--- src/rtl/pio_hs_pkg.sv ---
package pio_hs_pkg;

  typedef enum logic [1:0] {
    MODE_SIMPLE   = 2'b00,
    MODE_FULL_IN  = 2'b01,
    MODE_FULL_OUT = 2'b10,
    MODE_TRI_OUT  = 2'b11
  } pio_mode_e;

  // control register layout, bit 7 down to bit 0
  typedef struct packed {
    logic      flag;
    logic      irq_en;
    pio_mode_e mode;
    logic      stra_fall;
    logic      strb_low;
    logic [1:0] spare;
  } pio_ctrl_t;

endpackage

--- src/rtl/pio_stra_detect.sv ---
module pio_stra_detect #(
  parameter int STAGES = 2
) (
  input  logic clk,
  input  logic rst,
  input  logic stra_i,
  input  logic fall_sel,
  output logic act_edge,
  output logic act_level
);
  localparam int LEN = STAGES + 1;

  logic [LEN-1:0] sh_q;
  logic           sync_lvl;
  logic           prev_lvl;

  always_ff @(posedge clk) begin
    if (rst) sh_q <= '0;
    else     sh_q <= {sh_q[LEN-2:0], stra_i};
  end

  assign sync_lvl  = sh_q[STAGES-1];
  assign prev_lvl  = sh_q[STAGES];
  assign act_level = sync_lvl ^ fall_sel;
  assign act_edge  = fall_sel ? (~sync_lvl & prev_lvl) : (sync_lvl & ~prev_lvl);
endmodule

--- src/rtl/pio_strb_ctrl.sv ---
module pio_strb_ctrl
  import pio_hs_pkg::*;
#(
  parameter int PULSE = 2
) (
  input  logic      clk,
  input  logic      rst,
  input  pio_mode_e mode,
  input  logic      strb_low,
  input  logic      ctrl_wr,
  input  pio_mode_e new_mode,
  input  logic      wr_pb,
  input  logic      wr_latch,
  input  logic      rd_latch,
  input  logic      act_edge,
  output logic      strb_o,
  output logic      strb_act,
  output logic      pulse_busy
);
  localparam int CW = $clog2(PULSE + 1);

  logic [CW-1:0] pulse_q;
  logic          hs_q;

  always_ff @(posedge clk) begin
    if (rst) begin
      pulse_q <= '0;
    end else if (wr_pb && mode == MODE_SIMPLE) begin
      pulse_q <= CW'(PULSE);
    end else if (pulse_q != '0) begin
      pulse_q <= pulse_q - 1'b1;
    end
  end

  // later statements take priority
  always_ff @(posedge clk) begin
    if (rst) begin
      hs_q <= 1'b0;
    end else begin
      if (ctrl_wr) hs_q <= (new_mode == MODE_FULL_IN);
      if (mode == MODE_FULL_IN) begin
        if (rd_latch) hs_q <= 1'b1;
        if (act_edge) hs_q <= 1'b0;
      end else if (mode[1]) begin
        if (act_edge) hs_q <= 1'b0;
        if (wr_latch) hs_q <= 1'b1;
      end
    end
  end

  assign pulse_busy = (pulse_q != '0);
  assign strb_act   = (mode == MODE_SIMPLE) ? pulse_busy : hs_q;
  assign strb_o     = strb_act ^ strb_low;
endmodule

--- src/rtl/pio_portc_drive.sv ---
module pio_portc_drive
  import pio_hs_pkg::*;
#(
  parameter int DW = 8
) (
  input  logic          clk,
  input  logic          rst,
  input  pio_mode_e     mode,
  input  logic          act_level,
  input  logic [DW-1:0] ddr,
  input  logic [DW-1:0] pdat,
  input  logic [DW-1:0] latch,
  output logic [DW-1:0] pc_o,
  output logic [DW-1:0] pc_oe
);
  logic tri_on;
  assign tri_on = (mode == MODE_TRI_OUT) && act_level;

  always_ff @(posedge clk) begin
    if (rst) begin
      pc_o  <= '0;
      pc_oe <= '0;
    end else begin
      pc_oe <= tri_on ? '1 : ddr;
      pc_o  <= tri_on ? latch : pdat;
    end
  end
endmodule

--- src/rtl/pio_hs_ctrl.sv ---
module pio_hs_ctrl
  import pio_hs_pkg::*;
#(
  parameter int DW          = 8,
  parameter int AW          = 4,
  parameter int SYNC_STAGES = 2,
  parameter int PULSE       = 2
) (
  input  logic          clk,
  input  logic          rst,
  input  logic          bus_sel,
  input  logic          bus_we,
  input  logic [AW-1:0] bus_addr,
  input  logic [DW-1:0] bus_wdata,
  output logic [DW-1:0] bus_rdata,
  output logic          irq_o,
  input  logic          stra_i,
  output logic          strb_o,
  output logic [DW-1:0] pb_o,
  input  logic [DW-1:0] pc_i,
  output logic [DW-1:0] pc_o,
  output logic [DW-1:0] pc_oe
);
  localparam logic [AW-1:0] OFS_CTRL  = AW'(0);
  localparam logic [AW-1:0] OFS_PCDAT = AW'(1);
  localparam logic [AW-1:0] OFS_PB    = AW'(2);
  localparam logic [AW-1:0] OFS_LATCH = AW'(3);
  localparam logic [AW-1:0] OFS_DDR   = AW'(4);

  pio_mode_e     mode_q;
  logic          ie_q, fall_q, low_q, flag_q, arm_q;
  logic [DW-1:0] pb_q, pdat_q, ddr_q, latch_q;
  pio_ctrl_t     ctrl_view, ctrl_in;

  logic wr, rd;
  logic wr_ctrl, rd_ctrl, wr_pb, wr_pcdat, wr_ddr, wr_latch, rd_latch;
  logic lat_access, cap_edge, act_edge, act_level;
  logic strb_act, pulse_busy;

  assign wr       = bus_sel &  bus_we;
  assign rd       = bus_sel & ~bus_we;
  assign wr_ctrl  = wr && bus_addr == OFS_CTRL;
  assign rd_ctrl  = rd && bus_addr == OFS_CTRL;
  assign wr_pb    = wr && bus_addr == OFS_PB;
  assign wr_pcdat = wr && bus_addr == OFS_PCDAT;
  assign wr_ddr   = wr && bus_addr == OFS_DDR;
  assign wr_latch = wr && bus_addr == OFS_LATCH;
  assign rd_latch = rd && bus_addr == OFS_LATCH;
  assign lat_access = wr_latch | rd_latch;

  assign ctrl_in = pio_ctrl_t'(bus_wdata[7:0]);

  pio_stra_detect #(.STAGES(SYNC_STAGES)) u_stra (
    .clk      (clk),
    .rst      (rst),
    .stra_i   (stra_i),
    .fall_sel (fall_q),
    .act_edge (act_edge),
    .act_level(act_level)
  );

  assign cap_edge = act_edge && !mode_q[1];

  // control register
  always_ff @(posedge clk) begin
    if (rst) begin
      mode_q <= MODE_SIMPLE;
      ie_q   <= 1'b0;
      fall_q <= 1'b0;
      low_q  <= 1'b0;
    end else if (wr_ctrl) begin
      mode_q <= ctrl_in.mode;
      ie_q   <= ctrl_in.irq_en;
      fall_q <= ctrl_in.stra_fall;
      low_q  <= ctrl_in.strb_low;
    end
  end

  // flag with two-step clear
  always_ff @(posedge clk) begin
    if (rst) begin
      flag_q <= 1'b0;
      arm_q  <= 1'b0;
    end else begin
      if (rd_ctrl) arm_q <= flag_q;
      if (lat_access && arm_q) begin
        flag_q <= 1'b0;
        arm_q  <= 1'b0;
      end
      if (act_edge) flag_q <= 1'b1;
    end
  end

  // data registers
  always_ff @(posedge clk) begin
    if (rst) begin
      pb_q    <= '0;
      pdat_q  <= '0;
      ddr_q   <= '0;
      latch_q <= '0;
    end else begin
      if (wr_pb)    pb_q   <= bus_wdata;
      if (wr_ddr)   ddr_q  <= bus_wdata;
      if (wr_pcdat) pdat_q <= bus_wdata;
      if (cap_edge) latch_q <= pc_i;
      if (wr_latch && mode_q[1]) begin
        latch_q <= bus_wdata;
        pdat_q  <= bus_wdata;
      end
    end
  end

  always_comb begin
    ctrl_view = '0;
    ctrl_view.flag      = flag_q;
    ctrl_view.irq_en    = ie_q;
    ctrl_view.mode      = mode_q;
    ctrl_view.stra_fall = fall_q;
    ctrl_view.strb_low  = low_q;
  end

  // registered read port and interrupt
  always_ff @(posedge clk) begin
    if (rst) begin
      bus_rdata <= '0;
      irq_o     <= 1'b0;
    end else begin
      irq_o <= flag_q & ie_q;
      if (rd) begin
        case (bus_addr)
          OFS_CTRL:  bus_rdata <= DW'(ctrl_view);
          OFS_PCDAT: bus_rdata <= (pc_i & ~ddr_q) | (pdat_q & ddr_q);
          OFS_PB:    bus_rdata <= pb_q;
          OFS_LATCH: bus_rdata <= latch_q;
          OFS_DDR:   bus_rdata <= ddr_q;
          default:   bus_rdata <= '0;
        endcase
      end
    end
  end

  pio_strb_ctrl #(.PULSE(PULSE)) u_strb (
    .clk       (clk),
    .rst       (rst),
    .mode      (mode_q),
    .strb_low  (low_q),
    .ctrl_wr   (wr_ctrl),
    .new_mode  (ctrl_in.mode),
    .wr_pb     (wr_pb),
    .wr_latch  (wr_latch),
    .rd_latch  (rd_latch),
    .act_edge  (act_edge),
    .strb_o    (strb_o),
    .strb_act  (strb_act),
    .pulse_busy(pulse_busy)
  );

  pio_portc_drive #(.DW(DW)) u_pc (
    .clk      (clk),
    .rst      (rst),
    .mode     (mode_q),
    .act_level(act_level),
    .ddr      (ddr_q),
    .pdat     (pdat_q),
    .latch    (latch_q),
    .pc_o     (pc_o),
    .pc_oe    (pc_oe)
  );

  assign pb_o = pb_q;
endmodule

--- config.mk ---
export PLATFORM = sky130hd
export DESIGN_NAME = pio_hs_ctrl
export DESIGN_NICKNAME = d
export VERILOG_FILES = /design/src/rtl/pio_hs_pkg.sv /design/src/rtl/pio_stra_detect.sv /design/src/rtl/pio_strb_ctrl.sv /design/src/rtl/pio_portc_drive.sv /design/src/rtl/pio_hs_ctrl.sv
export SDC_FILE = /design/constraint.sdc
export NUM_CORES = 1
export LEC_CHECK = 0
export ABC_AREA = 1
export CORE_ASPECT_RATIO = 0.5
export CORE_MARGIN = 1.5
export CORE_UTILIZATION = 45
export CTS_BUF_LIST = sky130_fd_sc_hd__clkbuf_4 sky130_fd_sc_hd__clkbuf_8
export CTS_CLUSTER_DIAMETER = 80
export CTS_CLUSTER_SIZE = 12
export DETAILED_ROUTE_END_ITERATION = 6
export GPL_TIMING_DRIVEN = 1
export PLACE_DENSITY = 0.73
export SYNTH_ARGS = -nofsm -noshare
export SYNTH_HDL_FRONTEND = slang
export SYNTH_SLANG_ARGS = --single-unit
--- constraint.sdc ---
create_clock -name clk -period 2.85 [get_ports clk]
set_clock_uncertainty 0.05 [all_clocks]
set_input_delay 0.57 -clock clk [delete_from_list [all_inputs] [get_ports clk]]
set_output_delay 0.57 -clock clk [all_outputs]
set_load 0.005 [all_outputs]
Word-level counts from Yosys, hierarchy flattened
Cells that the tools add are included.
{"block": "classes", "n_eq_ne": 7, "bitwise": 15, "n_mux": 20, "add_sub_neg": 1, "n_reduce_logical": 22}
{"op": "$mux W8", "n": 6}
{"op": "$pmux W8 S5", "n": 1}
{"op": "$and A8 B8 Y8", "n": 2}
{"op": "$logic_and A1 B1 Y1", "n": 12}
{"op": "$mux W1", "n": 11}
{"op": "$reduce_bool A2 Y1", "n": 5}
{"op": "$eq A4 B2 Y1 const B", "n": 2}
{"op": "$not A8 Y8", "n": 1}
{"op": "$or A8 B8 Y8", "n": 1}
{"op": "$and A1 B1 Y1", "n": 5}
{"op": "$eq A2 B1 Y1 const B", "n": 2}
{"op": "$eq A4 B1 Y1 const B", "n": 1}
{"op": "$eq A4 B3 Y1 const B", "n": 1}
{"op": "$logic_not A4 Y1", "n": 1}
{"op": "$mux W2", "n": 2}
{"op": "$reduce_or A2 Y1", "n": 2}
{"op": "$not A1 Y1", "n": 3}
{"op": "$eq A2 B2 Y1 const B", "n": 1}
{"op": "$logic_not A2 Y1", "n": 1}
{"op": "$sub A2 B1 Y2 const B", "n": 1}
{"op": "$xor A1 B1 Y1", "n": 2}
{"op": "$logic_not A1 Y1", "n": 1}
{"op": "$or A1 B1 Y1", "n": 1}
{"block": "word_totals", "regBits": 70}

Logic depth before layout (Yosys ltp)
{"block": "logic_depth", "ltp_word": 7, "ltp_mapped": 9}

Cells and area by module
A second synthesis with hierarchy kept.
{"block": "unflattened", "cells_unflattened": 444, "hier_area_um2": 3165.5}
{"module": "pio_hs_ctrl", "seq_area_each_um2": 960.9, "instances": 1, "cells_per_inst": 318, "area_per_inst_um2": 2255.9}
{"module": "pio_portc_drive", "seq_area_each_um2": 320.3, "instances": 1, "cells_per_inst": 77, "area_per_inst_um2": 600.6}
{"module": "pio_strb_ctrl", "seq_area_each_um2": 60.1, "instances": 1, "cells_per_inst": 34, "area_per_inst_um2": 196.4}
{"module": "pio_stra_detect", "seq_area_each_um2": 60.1, "instances": 1, "cells_per_inst": 15, "area_per_inst_um2": 112.6}

Worst setup path before layout
Ideal clock, no wire load.
{"block": "synth_timing", "kind": "input -> register", "startpoint": "input port bus_addr[2]", "endpoint": "register pdat_q[6]", "setup_ns": 0.070, "path_buffers": 1, "t_arrival_ns": 1.440, "setup_slack_ns": 1.290, "required_ns": 2.730, "cell_stages": 8, "cell_sequence": "inv_1 -> nand2_1 -> nor2_2 -> nand2_1 -> nand2_2 -> buf_6 -> o21ai_0 -> a21oi_1"}
{"block": "synth_via", "elab_chain_cells": 4, "word_cells_on_any_way": 7, "classes_between": "2 x eq/ne; 1 x mux; 4 x reduce/logical"}
{"element": "start: declaration", "line": "pio_hs_ctrl.sv:13", "text": "input logic [AW-1:0] bus_addr,"}
{"element": "$eq A4 B2 Y1", "line": "pio_hs_ctrl.sv:47", "text": "assign wr_latch = wr && bus_addr == OFS_LATCH;"}
{"element": "$logic_and A1 B1 Y1", "line": "pio_hs_ctrl.sv:47"}
{"element": "$logic_and A1 B1 Y1", "line": "pio_hs_ctrl.sv:106", "text": "if (wr_latch && mode_q[1]) begin"}
{"element": "$mux W8 or $reduce_bool A2 Y1 (tied branches)"}
{"element": "end signal: assignment", "line": "pio_hs_ctrl.sv:104", "text": "if (wr_pcdat) pdat_q <= bus_wdata;"}
{"element": "end signal: assignment", "line": "pio_hs_ctrl.sv:108", "text": "pdat_q <= bus_wdata;"}
{"element": "end: declaration", "line": "pio_hs_ctrl.sv:32", "text": "logic [DW-1:0] pb_q, pdat_q, ddr_q, latch_q;"}
Parallel ways exist; a longest one is shown, timed or not.
A chain may end at the register's enable or synchronous reset.

Worst setup path in the final report
{"block": "layout_timing", "startpoint": "register mode_q[0]", "endpoint": "output port strb_o"}
{"block": "layout_via", "elab_chain_cells": 3}
{"element": "start: declaration", "line": "pio_hs_ctrl.sv:30", "text": "pio_mode_e mode_q;"}
{"element": "start signal: assignment", "line": "pio_hs_ctrl.sv:72", "text": "mode_q <= ctrl_in.mode;"}
{"element": "$logic_not A2 Y1", "line": "pio_strb_ctrl.sv:52", "text": "assign strb_act = (mode == MODE_SIMPLE) ? pulse_busy : hs_q;"}
{"element": "$mux W1", "line": "pio_strb_ctrl.sv:52"}
{"element": "$xor A1 B1 Y1", "line": "pio_strb_ctrl.sv:53", "text": "assign strb_o = strb_act ^ strb_low;"}
{"element": "end: declaration", "line": "pio_hs_ctrl.sv:18", "text": "output logic strb_o,"}
No other way between the ends.

==> results.cfg <==
[detailed_routing]
routed_wirelength_um = 8720
drc_errors = 0
drt_first_iter_violations = 351
drt-wirelength-per-cell_um = 15.2
routed-via-count = 3072
detail_route.vias_per_cell = 5.36
antenna_left = 0
firstDrtPassIters = 4

[layout]
most_common_library_cell_in_the_layout_ignoring_fill_and_taps = nand2_1
seq_area_sq_mm = 0.00140
synthesis_to_layout_area_growth_pct = 29.2
fillerInstances = 589
layout_common_cells = nand2_1, dfxtp_1, a21oi_1, clkdlybuf4s50_1, nand3_1
layout.nets = 506
final_layout_size_suffix_gt1_share_pct = 8.45
multiInputGateArea_sq_mm = 0.00135
antenna-diode-count = 0

[timing]
layout_worst_path_cycle_share_pct = 87.2
slew_violations = 0
worst_pin_slew_ps = 1060
setup_viol = 0
finalHoldViolations = 0
timing.slew.headroom_pct = 29.2
min_period_ps = 2490
totalNegativeSetupSlack_ps = 0
rsz0062_at_grt = no
max_freq_mhz = 402

[worst_setup_path]
crit_path_start_kind = register
cpMostUsedCell = o21ai_0
slowest_delay_ps = 520
worst_r2r_startpoint = mode_q[1]
critPathKind = register to output pin
worstPathArrival_ps = 1870
timing.critical_path.from = mode_q[0]
critical_path_required_ps = 2230
end_kind = output pin
critical-path-slowest-cell = clkdlybuf4s50_1
crit_fanout = 4
worstPathCellList = nor2_1 > o21ai_0 > o21ai_0 > xor2_1 > clkdlybuf4s50_1
critical_path.n_buffers_inverters = 1
crit_family = buffers and inverters

[power_and_ir_drop]
power_leakage_uw = 0.00151
worst_ir_drop_vdd_v = 0.000445
power_density_mw_per_mm2 = 487
report.power.total_uw = 1890

[clock_tree]
cts.sink_count = 70
clock-root-buffer = clkbuf_8
cts.repair_timing.setup_buffer_count = 0
worst_skew_pair.late_latency_ps = 360
cts.hold.buffers_added = 0
max-clock-path-buffers = 2
cts_resized = 0
cts.clk_slew.worst_paths_ps = 70
cts_tree = done
cts_inserted_buffers = 9
cts_max_level = 3

[outcome]
outcome = complete, no violations

[die]
core_area_sq_mm = 0.00626
initial_utilization_pct = 48.0
die_height_um = 60.8
dieWidth_um = 119
die_area_sq_mm = 0.00720
ios = 59
std_cell_rows = 20

[logic_synthesis]
synth-warning-count = 0
yosys.area_share.xor_xnor_pct = 0.292
syn-num-nets = 441
synth.lib_cells_used.distinct = 25
synth_sequential_area_ratio_pct = 46.6
synth_top_family_by_area = simple AND/OR/NAND/NOR gates
ys_ff_latch = 70
synth_adder_area_share_pct = 0
synthMuxAreaShare_pct = 0
syn-cell-area_sq_mm = 0.00300
yosys.area_share.simple_pct = 25.0
syn-mean-instance-area_sq_um = 7.22
syn-instance-count = 416
synth_compound_area_share_pct = 19.5

[run]
drv_cap = 0

[global_routing]
wire_length_of_the_first_global_routing_pass_um = 13800
antenna_found_initial = 0
global_route.peak_usage_layer = met1
grt_met2_usage_pct = 34.1
globalRouteTotalUtil_pct = 25.8
met3_track_usage_gr_pct = 11.3
grt_pass1_vias = 2603
global_route.usage.met1_pct = 36.7
largest_net_degree_at_the_start_of_global_routing = 38
globalRouteOverflowTotal = 0

[placement]
placement.io_buffers = 58
finalWeightedCongestion = 0.938
dp_hpwl_um = 6350

[worst_hold_path]
min-delay-path-class = register to register
timing.hold.worst.start = u_stra.sh_q[0]
## Yosys cell counts
| cell type | number | area (sq um) |
|---|---|---|
| nand4_1 | 7 | 43.8 |
| o21ai_2 | 1 | 8.76 |
| nand2_1 | 75 | 282 |
| xor2_1 | 1 | 8.76 |
| clkbuf_1 | 8 | 30.0 |
| nand3_1 | 52 | 260 |
| buf_6 | 1 | 11.3 |
| nand2_2 | 1 | 6.26 |
| o22ai_1 | 1 | 6.26 |
| buf_1 | 1 | 3.75 |
| o211ai_1 | 1 | 7.51 |
| dfxtp_1 | 70 | 1400 |
| nor2_1 | 21 | 78.8 |
| inv_1 | 44 | 165 |
| nor2_4 | 1 | 11.3 |
| a21oi_1 | 58 | 290 |
| nor2_2 | 7 | 43.8 |
| and3_1 | 1 | 6.26 |
| o21ai_0 | 48 | 240 |
| buf_2 | 5 | 25.0 |
| a31oi_1 | 5 | 31.3 |
| buf_4 | 2 | 15.0 |
| nand3_2 | 1 | 10.0 |
| nor3_1 | 2 | 10.0 |
| inv_2 | 2 | 7.51 |
## tightest hold or removal path, cell delays in order, from the launching register on
cell,delay [ps]
dfxtp_1,300
inv_1,40
nor2_1,30
## per-stage QoR
stage	setup slack [ps]	hold WS (ps)	instances	area [sq um]	util, %
finish	364	363	573	3880	62.0
global route	212	397	573	3880	62.0
CTS	367	363	573	3880	62.0
detailed placement	443	351	558	3710	59.3
global placement	501	353	558	3710	59.3
floorplan	1290	338	416	3000	-
## flip-flops by register name, summed over array words and instances, names as in the netlist
name	flops
u_stra.sh_q	3
irq_o	1
latch_q	8
u_pc.pc_o	8
ddr_q	8
mode_q	2
fall_q	1
pb_o	8
arm_q	1
low_q	1
ie_q	1
bus_rdata	8
u_pc.pc_oe	8
u_strb.hs_q	1
pdat_q	8
flag_q	1
u_strb.pulse_q	2
## metal layers
layer / routed length [um] / vias up / share of wire (%)
met4: 114 / 0 / 1.3
li1: - / 1523 / -
met5: 0 / - / 0
met1: 4120 / 1387 / 47
met2: 3420 / 151 / 39
met3: 1070 / 11 / 12
## area by class of cell
class / count / share of cell area (%)
inverters: 46 / 4.45
clock buffers: 11 / 3.90
multi-input cells: 283 / 34.7
repair buffers: 71 / 17.5
well taps: 88 / 2.84
flip-flops and latches: 70 / 36.1
clock inverters: 4 / 0.580
## worst paths after layout
path                    end  slack, ps  depth (start not counted)
min reg2reg  u_stra.sh_q[1]        360                          2
max                  strb_o        360                          5
max reg2reg    u_pc.pc_o[0]        750                          7
min          u_stra.sh_q[1]        360                          2
## power by group
| part | total [uW] | switching, uW | leakage [uW] | internal, uW |
|---|---|---|---|---|
| Combinational | 165 | 98.8 | 0.000852 | 65.9 |
| Clock | 719 | 365 | 0.0000910 | 353 |
| Sequential | 1010 | 12.6 | 0.000566 | 994 |
## logic make-up after synthesis
group           count (synthesis)
simple gates                  168
compound gates                114
flops                          70
buf+inv                        63
xor+xnor                        1
Power figures use the tool's default switching activity.
